[src/rtl/i2c_wire_probe_pkg.sv]
package i2c_wire_probe_pkg;

    localparam int unsigned WAIT_MAX_UNITS = 12;
    localparam int unsigned UNITS_W        = 4;

    typedef logic [UNITS_W-1:0] units_t;

    // wait lengths in units
    localparam units_t W_LEAD      = units_t'(6);
    localparam units_t W_GAP       = units_t'(6);
    localparam units_t W_STEP      = units_t'(3);
    localparam units_t W_STOP_HOLD = units_t'(3);
    localparam units_t W_STOP_RISE = units_t'(9);
    localparam units_t W_STOP_END  = units_t'(6);

    // one-cycle line command toward the selected bus
    typedef struct packed {
        logic scl_set;
        logic scl_low;
        logic sda_set;
        logic sda_low;
    } line_cmd_t;

    typedef enum logic [3:0] {
        PS_IDLE,
        PS_LEAD,
        PS_STOP_PRE,
        PS_GAP,
        PS_P1_LOW,
        PS_P1_REL,
        PS_P2_WAIT,
        PS_P2_REL,
        PS_P2_LOW,
        PS_TAIL,
        PS_STOP_POST
    } probe_state_e;

    typedef enum logic [1:0] {
        SS_IDLE,
        SS_HOLD,
        SS_RISE,
        SS_END
    } stop_state_e;

endpackage

[src/rtl/i2c_wire_probe_timer.sv]
module i2c_wire_probe_timer
    import i2c_wire_probe_pkg::*;
#(
    parameter int unsigned UNIT_CYCLES = 8,
    parameter int unsigned CNT_W       = 7
) (
    input  logic   clk,
    input  logic   rst_n,
    input  logic   load_i,
    input  units_t units_i,
    output logic   expire_o
);

    typedef struct packed {
        logic             run;
        logic [CNT_W-1:0] cnt;
    } tmr_t;

    tmr_t tm_d, tm_q;

    always_comb begin
        tm_d     = tm_q;
        expire_o = tm_q.run && (tm_q.cnt == '0);
        if (load_i) begin
            tm_d.run = 1'b1;
            tm_d.cnt = CNT_W'(units_i * UNIT_CYCLES) - CNT_W'(1);
        end else if (tm_q.run) begin
            if (tm_q.cnt == '0) begin
                tm_d.run = 1'b0;
            end else begin
                tm_d.cnt = tm_q.cnt - CNT_W'(1);
            end
        end
    end

    always_ff @(posedge clk or negedge rst_n) begin
        if (!rst_n) begin
            tm_q <= '0;
        end else begin
            tm_q <= tm_d;
        end
    end

endmodule

[src/rtl/i2c_wire_probe_stop.sv]
module i2c_wire_probe_stop
    import i2c_wire_probe_pkg::*;
#(
    parameter int unsigned UNIT_CYCLES = 8,
    parameter int unsigned CNT_W       = 7
) (
    input  logic      clk,
    input  logic      rst_n,
    input  logic      go_i,
    output line_cmd_t cmd_o,
    output logic      done_o
);

    typedef struct packed {
        stop_state_e state;
    } stop_t;

    stop_t  st_d, st_q;
    logic   tmr_load;
    units_t tmr_units;
    logic   tmr_expire;

    i2c_wire_probe_timer #(
        .UNIT_CYCLES(UNIT_CYCLES),
        .CNT_W      (CNT_W)
    ) u_tmr (
        .clk     (clk),
        .rst_n   (rst_n),
        .load_i  (tmr_load),
        .units_i (tmr_units),
        .expire_o(tmr_expire)
    );

    always_comb begin
        st_d      = st_q;
        cmd_o     = '0;
        done_o    = 1'b0;
        tmr_load  = 1'b0;
        tmr_units = '0;
        unique case (st_q.state)
            SS_IDLE: begin
                if (go_i) begin
                    cmd_o.sda_set = 1'b1;
                    cmd_o.sda_low = 1'b1;
                    tmr_load      = 1'b1;
                    tmr_units     = W_STOP_HOLD;
                    st_d.state    = SS_HOLD;
                end
            end
            SS_HOLD: begin
                if (tmr_expire) begin
                    cmd_o.scl_set = 1'b1;
                    cmd_o.scl_low = 1'b0;
                    tmr_load      = 1'b1;
                    tmr_units     = W_STOP_RISE;
                    st_d.state    = SS_RISE;
                end
            end
            SS_RISE: begin
                if (tmr_expire) begin
                    cmd_o.sda_set = 1'b1;
                    cmd_o.sda_low = 1'b0;
                    tmr_load      = 1'b1;
                    tmr_units     = W_STOP_END;
                    st_d.state    = SS_END;
                end
            end
            SS_END: begin
                if (tmr_expire) begin
                    done_o     = 1'b1;
                    st_d.state = SS_IDLE;
                end
            end
            default: st_d.state = SS_IDLE;
        endcase
    end

    always_ff @(posedge clk or negedge rst_n) begin
        if (!rst_n) begin
            st_q.state <= SS_IDLE;
        end else begin
            st_q <= st_d;
        end
    end

endmodule

[src/rtl/i2c_wire_probe_lines.sv]
module i2c_wire_probe_lines
    import i2c_wire_probe_pkg::*;
#(
    parameter int unsigned NBUS        = 3,
    parameter int unsigned SYNC_STAGES = 2,
    parameter int unsigned SEL_W       = 2
) (
    input  logic             clk,
    input  logic             rst_n,
    input  logic             release_all_i,
    input  logic [SEL_W-1:0] sel_i,
    input  line_cmd_t        cmd_i,
    input  logic [NBUS-1:0]  scl_in_i,
    input  logic [NBUS-1:0]  sda_in_i,
    output logic [NBUS-1:0]  scl_low_o,
    output logic [NBUS-1:0]  sda_low_o,
    output logic             scl_seen_o,
    output logic             sda_seen_o
);

    typedef struct packed {
        logic                   scl_low;
        logic                   sda_low;
        logic [SYNC_STAGES-1:0] scl_sync;
        logic [SYNC_STAGES-1:0] sda_sync;
    } lane_t;

    logic [NBUS-1:0] scl_synced;
    logic [NBUS-1:0] sda_synced;

    for (genvar b = 0; b < NBUS; b++) begin : g_lane
        lane_t ln_d, ln_q;
        logic  hit;

        assign hit = (sel_i == SEL_W'(b));

        always_comb begin
            ln_d          = ln_q;
            ln_d.scl_sync = (ln_q.scl_sync << 1) | SYNC_STAGES'(scl_in_i[b]);
            ln_d.sda_sync = (ln_q.sda_sync << 1) | SYNC_STAGES'(sda_in_i[b]);
            if (release_all_i) begin
                ln_d.scl_low = 1'b0;
                ln_d.sda_low = 1'b0;
            end else if (hit) begin
                if (cmd_i.scl_set) begin
                    ln_d.scl_low = cmd_i.scl_low;
                end
                if (cmd_i.sda_set) begin
                    ln_d.sda_low = cmd_i.sda_low;
                end
            end
        end

        always_ff @(posedge clk or negedge rst_n) begin
            if (!rst_n) begin
                ln_q.scl_low  <= 1'b0;
                ln_q.sda_low  <= 1'b0;
                ln_q.scl_sync <= '1;
                ln_q.sda_sync <= '1;
            end else begin
                ln_q <= ln_d;
            end
        end

        assign scl_low_o[b]  = ln_q.scl_low;
        assign sda_low_o[b]  = ln_q.sda_low;
        assign scl_synced[b] = ln_q.scl_sync[SYNC_STAGES-1];
        assign sda_synced[b] = ln_q.sda_sync[SYNC_STAGES-1];
    end

    assign scl_seen_o = scl_synced[sel_i];
    assign sda_seen_o = sda_synced[sel_i];

endmodule

[src/rtl/i2c_wire_probe.sv]
module i2c_wire_probe
    import i2c_wire_probe_pkg::*;
#(
    parameter int unsigned NBUS_MAX    = 3,
    parameter int unsigned NBUS_FEW    = 2,
    parameter int unsigned UNIT_CYCLES = 8,
    parameter int unsigned SYNC_STAGES = 2
) (
    input  logic                clk,
    input  logic                rst_n,
    input  logic                start_i,
    input  logic                three_bus_i,
    input  logic [NBUS_MAX-1:0] scl_in_i,
    input  logic [NBUS_MAX-1:0] sda_in_i,
    output logic [NBUS_MAX-1:0] scl_low_o,
    output logic [NBUS_MAX-1:0] sda_low_o,
    output logic [NBUS_MAX-1:0] present_o,
    output logic                any_ok_o,
    output logic                done_o
);

    localparam int unsigned SEL_W = (NBUS_MAX > 1) ? $clog2(NBUS_MAX) : 1;
    localparam int unsigned CNT_W = $clog2(WAIT_MAX_UNITS * UNIT_CYCLES + 1);

    typedef struct packed {
        probe_state_e        state;
        logic [SEL_W-1:0]    bus;
        logic [SEL_W-1:0]    last;
        logic [NBUS_MAX-1:0] present;
        logic                any_ok;
        logic                done;
    } probe_t;

    probe_t    pr_d, pr_q;
    logic      tmr_load;
    units_t    tmr_units;
    logic      tmr_expire;
    logic      stop_go;
    logic      stop_done;
    line_cmd_t top_cmd;
    line_cmd_t stop_cmd;
    line_cmd_t line_cmd;
    logic      release_all;
    logic      scl_seen;
    logic      sda_seen;
    logic      advance;
    logic      idle_w;

    i2c_wire_probe_timer #(
        .UNIT_CYCLES(UNIT_CYCLES),
        .CNT_W      (CNT_W)
    ) u_tmr (
        .clk     (clk),
        .rst_n   (rst_n),
        .load_i  (tmr_load),
        .units_i (tmr_units),
        .expire_o(tmr_expire)
    );

    i2c_wire_probe_stop #(
        .UNIT_CYCLES(UNIT_CYCLES),
        .CNT_W      (CNT_W)
    ) u_stop (
        .clk   (clk),
        .rst_n (rst_n),
        .go_i  (stop_go),
        .cmd_o (stop_cmd),
        .done_o(stop_done)
    );

    assign line_cmd = top_cmd | stop_cmd;

    i2c_wire_probe_lines #(
        .NBUS       (NBUS_MAX),
        .SYNC_STAGES(SYNC_STAGES),
        .SEL_W      (SEL_W)
    ) u_lines (
        .clk          (clk),
        .rst_n        (rst_n),
        .release_all_i(release_all),
        .sel_i        (pr_q.bus),
        .cmd_i        (line_cmd),
        .scl_in_i     (scl_in_i),
        .sda_in_i     (sda_in_i),
        .scl_low_o    (scl_low_o),
        .sda_low_o    (sda_low_o),
        .scl_seen_o   (scl_seen),
        .sda_seen_o   (sda_seen)
    );

    always_comb begin
        pr_d        = pr_q;
        pr_d.done   = 1'b0;
        top_cmd     = '0;
        release_all = 1'b0;
        tmr_load    = 1'b0;
        tmr_units   = '0;
        stop_go     = 1'b0;
        advance     = 1'b0;

        unique case (pr_q.state)
            PS_IDLE: begin
                if (start_i) begin
                    pr_d.present = '0;
                    pr_d.any_ok  = 1'b0;
                    pr_d.bus     = '0;
                    pr_d.last    = three_bus_i ? SEL_W'(NBUS_MAX - 1) : SEL_W'(NBUS_FEW - 1);
                    release_all  = 1'b1;
                    tmr_load     = 1'b1;
                    tmr_units    = W_LEAD;
                    pr_d.state   = PS_LEAD;
                end
            end
            PS_LEAD: begin
                if (tmr_expire) begin
                    stop_go    = 1'b1;
                    pr_d.state = PS_STOP_PRE;
                end
            end
            PS_STOP_PRE: begin
                if (stop_done) begin
                    tmr_load   = 1'b1;
                    tmr_units  = W_GAP;
                    pr_d.state = PS_GAP;
                end
            end
            PS_GAP: begin
                if (tmr_expire) begin
                    top_cmd.scl_set = 1'b1;
                    top_cmd.scl_low = 1'b1;
                    tmr_load        = 1'b1;
                    tmr_units       = W_STEP;
                    pr_d.state      = PS_P1_LOW;
                end
            end
            PS_P1_LOW: begin
                if (tmr_expire) begin
                    top_cmd.sda_set = 1'b1;
                    top_cmd.sda_low = 1'b0;
                    tmr_load        = 1'b1;
                    tmr_units       = W_STEP;
                    pr_d.state      = PS_P1_REL;
                end
            end
            PS_P1_REL: begin
                if (tmr_expire) begin
                    if (!scl_seen && sda_seen) begin
                        tmr_load   = 1'b1;
                        tmr_units  = W_STEP;
                        pr_d.state = PS_P2_WAIT;
                    end else begin
                        advance = 1'b1;
                    end
                end
            end
            PS_P2_WAIT: begin
                if (tmr_expire) begin
                    top_cmd.scl_set = 1'b1;
                    top_cmd.scl_low = 1'b0;
                    tmr_load        = 1'b1;
                    tmr_units       = W_STEP;
                    pr_d.state      = PS_P2_REL;
                end
            end
            PS_P2_REL: begin
                if (tmr_expire) begin
                    top_cmd.sda_set = 1'b1;
                    top_cmd.sda_low = 1'b1;
                    tmr_load        = 1'b1;
                    tmr_units       = W_STEP;
                    pr_d.state      = PS_P2_LOW;
                end
            end
            PS_P2_LOW: begin
                if (tmr_expire) begin
                    if (scl_seen && !sda_seen) begin
                        pr_d.present[pr_q.bus] = 1'b1;
                        tmr_load               = 1'b1;
                        tmr_units              = W_STEP;
                        pr_d.state             = PS_TAIL;
                    end else begin
                        advance = 1'b1;
                    end
                end
            end
            PS_TAIL: begin
                if (tmr_expire) begin
                    stop_go    = 1'b1;
                    pr_d.state = PS_STOP_POST;
                end
            end
            PS_STOP_POST: begin
                if (stop_done) begin
                    advance = 1'b1;
                end
            end
            default: pr_d.state = PS_IDLE;
        endcase

        if (advance) begin
            if (pr_q.bus == pr_q.last) begin
                pr_d.done   = 1'b1;
                pr_d.any_ok = |pr_d.present;
                pr_d.state  = PS_IDLE;
            end else begin
                pr_d.bus   = pr_q.bus + SEL_W'(1);
                tmr_load   = 1'b1;
                tmr_units  = W_LEAD;
                pr_d.state = PS_LEAD;
            end
        end
    end

    always_ff @(posedge clk or negedge rst_n) begin
        if (!rst_n) begin
            pr_q.state   <= PS_IDLE;
            pr_q.bus     <= '0;
            pr_q.last    <= '0;
            pr_q.present <= '0;
            pr_q.any_ok  <= 1'b0;
            pr_q.done    <= 1'b0;
        end else begin
            pr_q <= pr_d;
        end
    end

    assign idle_w    = (pr_q.state == PS_IDLE);
    assign present_o = pr_q.present;
    assign any_ok_o  = pr_q.any_ok;
    assign done_o    = pr_q.done;

endmodule

[config.mk]
export PLATFORM = sky130hd
export DESIGN_NAME = i2c_wire_probe
export DESIGN_NICKNAME = d
export VERILOG_FILES = /design/src/rtl/i2c_wire_probe_pkg.sv /design/src/rtl/i2c_wire_probe_timer.sv /design/src/rtl/i2c_wire_probe_stop.sv /design/src/rtl/i2c_wire_probe_lines.sv /design/src/rtl/i2c_wire_probe.sv
export SDC_FILE = /design/constraint.sdc
export NUM_CORES = 1
export LEC_CHECK = 0
export ABC_AREA = 1
export BUFFER_PORTS_ARGS = -buffer_cell sky130_fd_sc_hd__buf_2
export CORE_ASPECT_RATIO = 0.7
export CORE_MARGIN = 1
export CORE_UTILIZATION = 25
export DETAILED_ROUTE_END_ITERATION = 10
export SLEW_MARGIN = 0
export SYNTH_ARGS = -nofsm -noshare
export SYNTH_HDL_FRONTEND = slang
export SYNTH_SLANG_ARGS = --single-unit
[constraint.sdc]
create_clock -name clk -period 2.99 [get_ports clk]
set_input_delay 0.598 -clock clk [delete_from_list [all_inputs] [get_ports clk]]
set_output_delay 0.598 -clock clk [all_outputs]
set_load 0.01 [all_outputs]
# ---- After elaboration in Yosys (flattened, before gate mapping)
# Cells that the tools add are included.
dict set report op_classes {
  n_mux 94
  eq_ne 35
  bitwise 8
  order_cmp 2
  reduce_logical 34
  n_addsub 5
}
# cell n
set ops {}
lappend ops {{2-to-1 mux 4 bit} 15}
lappend ops {{2-to-1 mux 2 bit} 25}
lappend ops {{case mux 4 bit (11 select lines)} 1}
lappend ops {{!= test 3 bit (second input constant)} 12}
lappend ops {{2-to-1 mux 8 bit} 4}
lappend ops {{subtractor 7 x 1 -> 7 bit (second input constant)} 4}
lappend ops {{2-to-1 mux 1 bit} 27}
lappend ops {{AND reduction 2 bit} 9}
lappend ops {{== test 4 x 3 -> 1 bit (second input constant)} 4}
lappend ops {{2-to-1 mux 3 bit} 5}
lappend ops {{case mux 3 bit (5 select lines)} 1}
lappend ops {{zero test 7 bit} 2}
lappend ops {{2-to-1 mux 7 bit} 2}
lappend ops {{nonzero test 2 bit} 7}
lappend ops {{AND reduction 13 bit} 1}
lappend ops {{== test 4 bit (second input constant)} 3}
lappend ops {{2-to-1 mux 12 bit} 1}
lappend ops {{bitwise OR 2 x 1 -> 2 bit} 6}
lappend ops {{case mux 2 bit (2 select lines)} 3}
lappend ops {{case mux 4 bit (3 select lines)} 1}
lappend ops {{== test 4 x 2 -> 1 bit (second input constant)} 2}
lappend ops {{!= test 2 x 1 -> 1 bit (second input constant)} 4}
lappend ops {{case mux 2 bit (4 select lines)} 1}
lappend ops {{== test 2 bit (second input constant)} 3}
lappend ops {{24 further kinds} 35}
dict set report word_totals {
  inputBits 10
  regBits 49
}

# ---- Logic depth before layout (Yosys ltp)
dict set report depth {
  depth_word 11
  ltp_mapped 20
}

# ---- Hierarchy
# Synthesis repeated with hierarchy kept, for this count alone.
dict set report unflattened {
  cells_unflattened 428
  area_unflattened_um2 3214.3
}
# mod n_inst area_each_um2 cells_each
set by_module_without_submodules {}
lappend by_module_without_submodules {i2c_wire_probe 1 1027.2 158}
lappend by_module_without_submodules {i2c_wire_probe_lines 1 708.2 69}
lappend by_module_without_submodules {{i2c_wire_probe_timer (u_tmr)} 1 599.3 80}
lappend by_module_without_submodules {{i2c_wire_probe_timer (u_stop.u_tmr)} 1 596.8 80}
lappend by_module_without_submodules {i2c_wire_probe_stop 1 282.8 41}

# ---- Worst setup path after synthesis
# OpenSTA, ideal clock, no wires.
dict set report synth_timing {
  kind {reg-to-reg}
  from {register u_tmr.tm_q[0] (netlist name)}
  to {register u_tmr.tm_q[5] (netlist name)}
  setup_time_ps 116
  t_arrival_ps 1998
  stages_incl_launch_ff 20
  path_slack_ps 876
  path_cell_list {dfrtp_1 inv_1 ha_1 inv_1 nor2_1 nand3_2 nor2_2 buf_6 nand3_2 nor2_2 nor2_1 nand2_1 nor2_2 nand2_4 inv_4 ha_1 nand3_1 nand3_1 nand2_1 nand2_1}
}
dict set report synth_via {
  elab_chain_cells 8
}
# item line
set synth_lines {}
lappend synth_lines {{start: declaration} i2c_wire_probe_timer.sv:19} ;# tmr_t tm_d, tm_q;
lappend synth_lines {{start signal: assignment} i2c_wire_probe_timer.sv:40} ;# tm_q <= tm_d;
lappend synth_lines {{zero test 7 bit} {i2c_wire_probe_timer.sv:23, i2c_wire_probe_timer.sv:28}}
lappend synth_lines {{logical AND 1 bit} i2c_wire_probe_timer.sv:23} ;# expire_o = tm_q.run && (tm_q.cnt == '0);
lappend synth_lines {{2-to-1 mux 2 bit, or another cell as far along} i2c_wire_probe.sv:175} ;# if (tmr_expire) begin
lappend synth_lines {{case mux 3 bit (5 select lines) or case mux 1 bit (5 select lines) (tied branches)} i2c_wire_probe.sv:101} ;# unique case (pr_q.state)
lappend synth_lines {{2-to-1 mux 4 bit or 2-to-1 mux 1 bit (tied branches)} i2c_wire_probe.sv:201} ;# if (pr_q.bus == pr_q.last) begin
lappend synth_lines {{2-to-1 mux 4 bit or 2-to-1 mux 1 bit (tied branches)} i2c_wire_probe.sv:200} ;# if (advance) begin
lappend synth_lines {{subtractor 7 x 1 -> 7 bit, or another cell as far along} i2c_wire_probe_timer.sv:26} ;# tm_d.cnt = CNT_W'(units_i * UNIT_CYCLES) - CNT_W'(1);
lappend synth_lines {{2-to-1 mux 8 bit or AND reduction 2 bit (tied branches)} -}
# Parallel ways exist; a longest one is shown, timed or not. The select of a mux whose other input is x is not followed.
# A chain may end at the register's enable or synchronous reset.

# ---- Worst setup path in the final report
# Same ends and word-level chain as after synthesis.

==> results.yml <==
final_layout:
  flow.area_growth_from_synthesis_pct: 13.5
  finalNonFillerCells: 531
  fin_area_mm2: 0.00325
  antenna_cells: 0
  nFillCells: 1186
  layout-drive-gt1-share_pct: 20.6
  most-common-layout-cells: "87 x sky130_fd_sc_hd__nand2_1, 39 x sky130_fd_sc_hd__inv_1, 38 x sky130_fd_sc_hd__nor2_1"
  mostFrequentLayoutCell: "sky130_fd_sc_hd__nand2_1"
  register_area_mm2: 0.00124
  final_net_count: 400
  multi_input_comb_area_mm2: 0.00135
power:
  power.share.clock_pct: 48.1
  power_switching_w: 0.000254
  comb_power_share_pct: 1.7
  power_density_over_the_cells_mw_per_mm2: 417
  power.static_leakage_nw: 1.61
  switching_share_pct: 18.8
  seq_power_share_pct: 50.1
  power.internal_w: 0.00110
  power.ir.vdd_worst_mv: 0.205
global_routing:
  globalRoute.busiestLayer: "met1"
  pin_count_of_the_biggest_net_entering_global_routing: 39
  grt_use_met3_pct: 2.59
  overflow: 0
  grt_util_all_layers_pct: 10.7
  grt_antenna_before_repair: 0
  grt_first_pass_wirelength_um: 10000
  first_global_vias: 2134
  groute.layer.met1.usage_pct: 16.8
  grtUsageMet2_pct: 13.9
yosys:
  ys_warn_count: 0
  netlist_area_mm2: 0.00287
  postSynth.topFlopCell: "sky130_fd_sc_hd__dfrtp_1"
  ys_seq_elements: 49
  postSynthCellCount: 360
  syn-mean-instance-area_um2: 7.96
  synth_enable_flop_cells: 0
  synth_async_sr_flop_share_pct: 100
  post_synth_cell_types: 39
  synth_seq_area_share_pct: 43.3
  synthesis.nets: 383
clocking:
  post_cts_hold_buffer_count: 0
  clkSinkCount: 49
  insertion_delay_ns: 0.29
  clk_pin_slew_worst_paths_ns: 0.06
  htreeDepth: 2
  cts_buffers: 5
  cts_setup_buffers: 0
  cts_max_path_buffers: 2
  ctsResizeCount: 0
  tritoncts: "yes"
  clockRootBuffer: "sky130_fd_sc_hd__clkbuf_16"
place:
  placed_area_mm2: 0.00308
  globalplace.congestion: 0.877
  placement.io_buffers: 20
  dp_cells: 523
  hpwl_um: 4570
run_status:
  run_status: "completed"
sta:
  f_max_ghz: 0.389
  timing.final.crit_period_ns: 2.57
  finalClockSkew_ns: 0.00479
  maxSlewHeadroom_pct: 43.3
  setup_viol: 0
  min_period_over_period_pct: 86.0
  drv_slew: 0
  fin_worst_hold_slack_ns: 0.356
  least_margin_pin_slew_ns: 0.851
  finalHoldViolCount: 0
  finalSetupTns_ns: 0
  rsz0062_at_grt: "no"
die:
  placement_rows: 32
  core_region_area_mm2: 0.0111
  chip_height_um: 91.6
  die-width_um: 130
  top_level_ports: 21
  full_die_area_mm2: 0.0119
  starting_utilization_of_the_core_area_pct: 25.8
routing:
  ant_nets: 0
  initialDrtViolationCount: 103
  wl_per_cell_um: 10.8
  vias_per_cell: 4.24
  detailroute.via_count: 2251
  drc: 0
  dr.pass1.iters: 4
  postRouteWirelength_um: 5730
hold_path:
  holdCritPathClass: "reg -> reg"
run:
  drv.max_cap_violation_count: 0
setup_path:
  critical_path_required_ns: 3.17
  crit_type: "reg -> reg"
  ff2ff_setup_slack_ns: 0.42
  worstPathArrival_ns: 2.76
  path_max_fanout: 11
  endpoint_kind: "flip-flop"
  crit_path_start_kind: "flip-flop"
per-stage QoR:
step / worst slack [ns] / power, W / util (%)
6_report: 0.417 / 0.00136 / 29.3
5_1_grt: 0.105 / 0.00141 / 29.3
4_1_cts: 0.406 / 0.00138 / 29.3
3_5_place_dp: 0.405 / 0.000717 / 27.8
3_3_place_gp: 0.522 / 0.000716 / 27.8
2_1_floorplan: 0.876 / 0.000694 / -
sequential cells by signal, summed over array words and instances (netlist names):
signal	count
any_ok_o	1
done_o	1
pr_q	8
present_o	3
u_lines.g_lane.ln_q	12
u_lines.scl_low_o	3
u_lines.sda_low_o	3
u_stop.st_q	2
u_stop.u_tmr.tm_q	8
u_tmr.tm_q	8
power groups by stage:
stage | clock (W) | sequential [W] | combinational, W
6_report | 0.000653 | 0.000680 | 0.0000233
5_1_grt | 0.000703 | 0.000680 | 0.0000275
4_1_cts | 0.000678 | 0.000680 | 0.0000250
3_5_place_dp | 0 | 0.000692 | 0.0000250
3_3_place_gp | 0 | 0.000692 | 0.0000240
2_1_floorplan | 0 | 0.000691 | 0.00000304
synth_stat cells (5+ instances only):
master                    instances  area (µm²)
sky130_fd_sc_hd__nand2_1         87         327
sky130_fd_sc_hd__inv_1           39         146
sky130_fd_sc_hd__nor2_1          38         143
sky130_fd_sc_hd__dfrtp_1         37         926
sky130_fd_sc_hd__o21ai_0         27         135
sky130_fd_sc_hd__nand3_1         24         120
sky130_fd_sc_hd__ha_1            13         163
sky130_fd_sc_hd__dfstp_2         12         315
sky130_fd_sc_hd__buf_4            9        67.6
sky130_fd_sc_hd__nand2_2          9        56.3
sky130_fd_sc_hd__inv_2            8        30.0
sky130_fd_sc_hd__nor2_2           7        43.8
sky130_fd_sc_hd__xor2_1           6        52.6
sky130_fd_sc_hd__a21oi_1          5        25.0
layer usage:
metal / share of wire (%) / vias up
met5: 0 / -
met2: 37 / 54
met4: 1.0 / 0
met1: 57 / 1019
met3: 5.4 / 5
li1: - / 1173
cell type report:
| class | count | share of cell area [%] |
|---|---|---|
| Clock buffer | 7 | 4.38 |
| Clock inverter | 1 | 0.923 |
| Inverter | 49 | 5.73 |
| Multi-Input combinational cell | 251 | 41.6 |
| Sequential cell | 49 | 38.2 |
| Tap cell | 153 | 5.88 |
| Timing Repair Buffer | 21 | 3.31 |
path summary, 6_finish.rpt:
check | cells after the start | end | from
worst min-delay path | 0 | u_lines.g_lane[1].ln_q[1] | u_lines.g_lane[1].ln_q[0]
worst min register to register | 0 | u_lines.g_lane[1].ln_q[1] | u_lines.g_lane[1].ln_q[0]
worst max register to register | 18 | u_tmr.tm_q[5] | u_tmr.tm_q[0]
max in group asynchronous | 2 | u_lines.g_lane[1].ln_q[3] | rst_n
min in group asynchronous | 1 | u_lines.sda_low_o[0] | rst_n
worst max-delay path | 18 | u_tmr.tm_q[5] | u_tmr.tm_q[0]
kinds of logic (layout without fill, tap and decap cells):
kind of cell    Yosys count  in the layout  share of synthesized area, %
flops                    49             49                          43.3
compound gates           45             45                          9.69
buf+inv                  60             78                          9.43
fa+ha+maj                13             13                          5.68
simple gates            185            185                          29.4
xor+xnor                  8              8                          2.45
worst max-delay path, cell delays in order (launching register included):
cell and delay [ns]:
sky130_fd_sc_hd__dfrtp_1 0.38, sky130_fd_sc_hd__inv_1 0.15, sky130_fd_sc_hd__ha_1 0.17, sky130_fd_sc_hd__inv_1 0.04
sky130_fd_sc_hd__nor2_1 0.10, sky130_fd_sc_hd__nand3_2 0.09, sky130_fd_sc_hd__nor2_2 0.37, sky130_fd_sc_hd__inv_1 0.15
sky130_fd_sc_hd__a21oi_1 0.14, sky130_fd_sc_hd__nand2_1 0.07, sky130_fd_sc_hd__nand2_2 0.11, sky130_fd_sc_hd__nand2_4 0.10
sky130_fd_sc_hd__nand2_4 0.11, sky130_fd_sc_hd__inv_4 0.06, sky130_fd_sc_hd__ha_1 0.18, sky130_fd_sc_hd__nand3_1 0.08
sky130_fd_sc_hd__nand3_1 0.07, sky130_fd_sc_hd__nand2_1 0.06, sky130_fd_sc_hd__nand2_1 0.04
No activity file was read; power rests on OpenSTA's default activity.
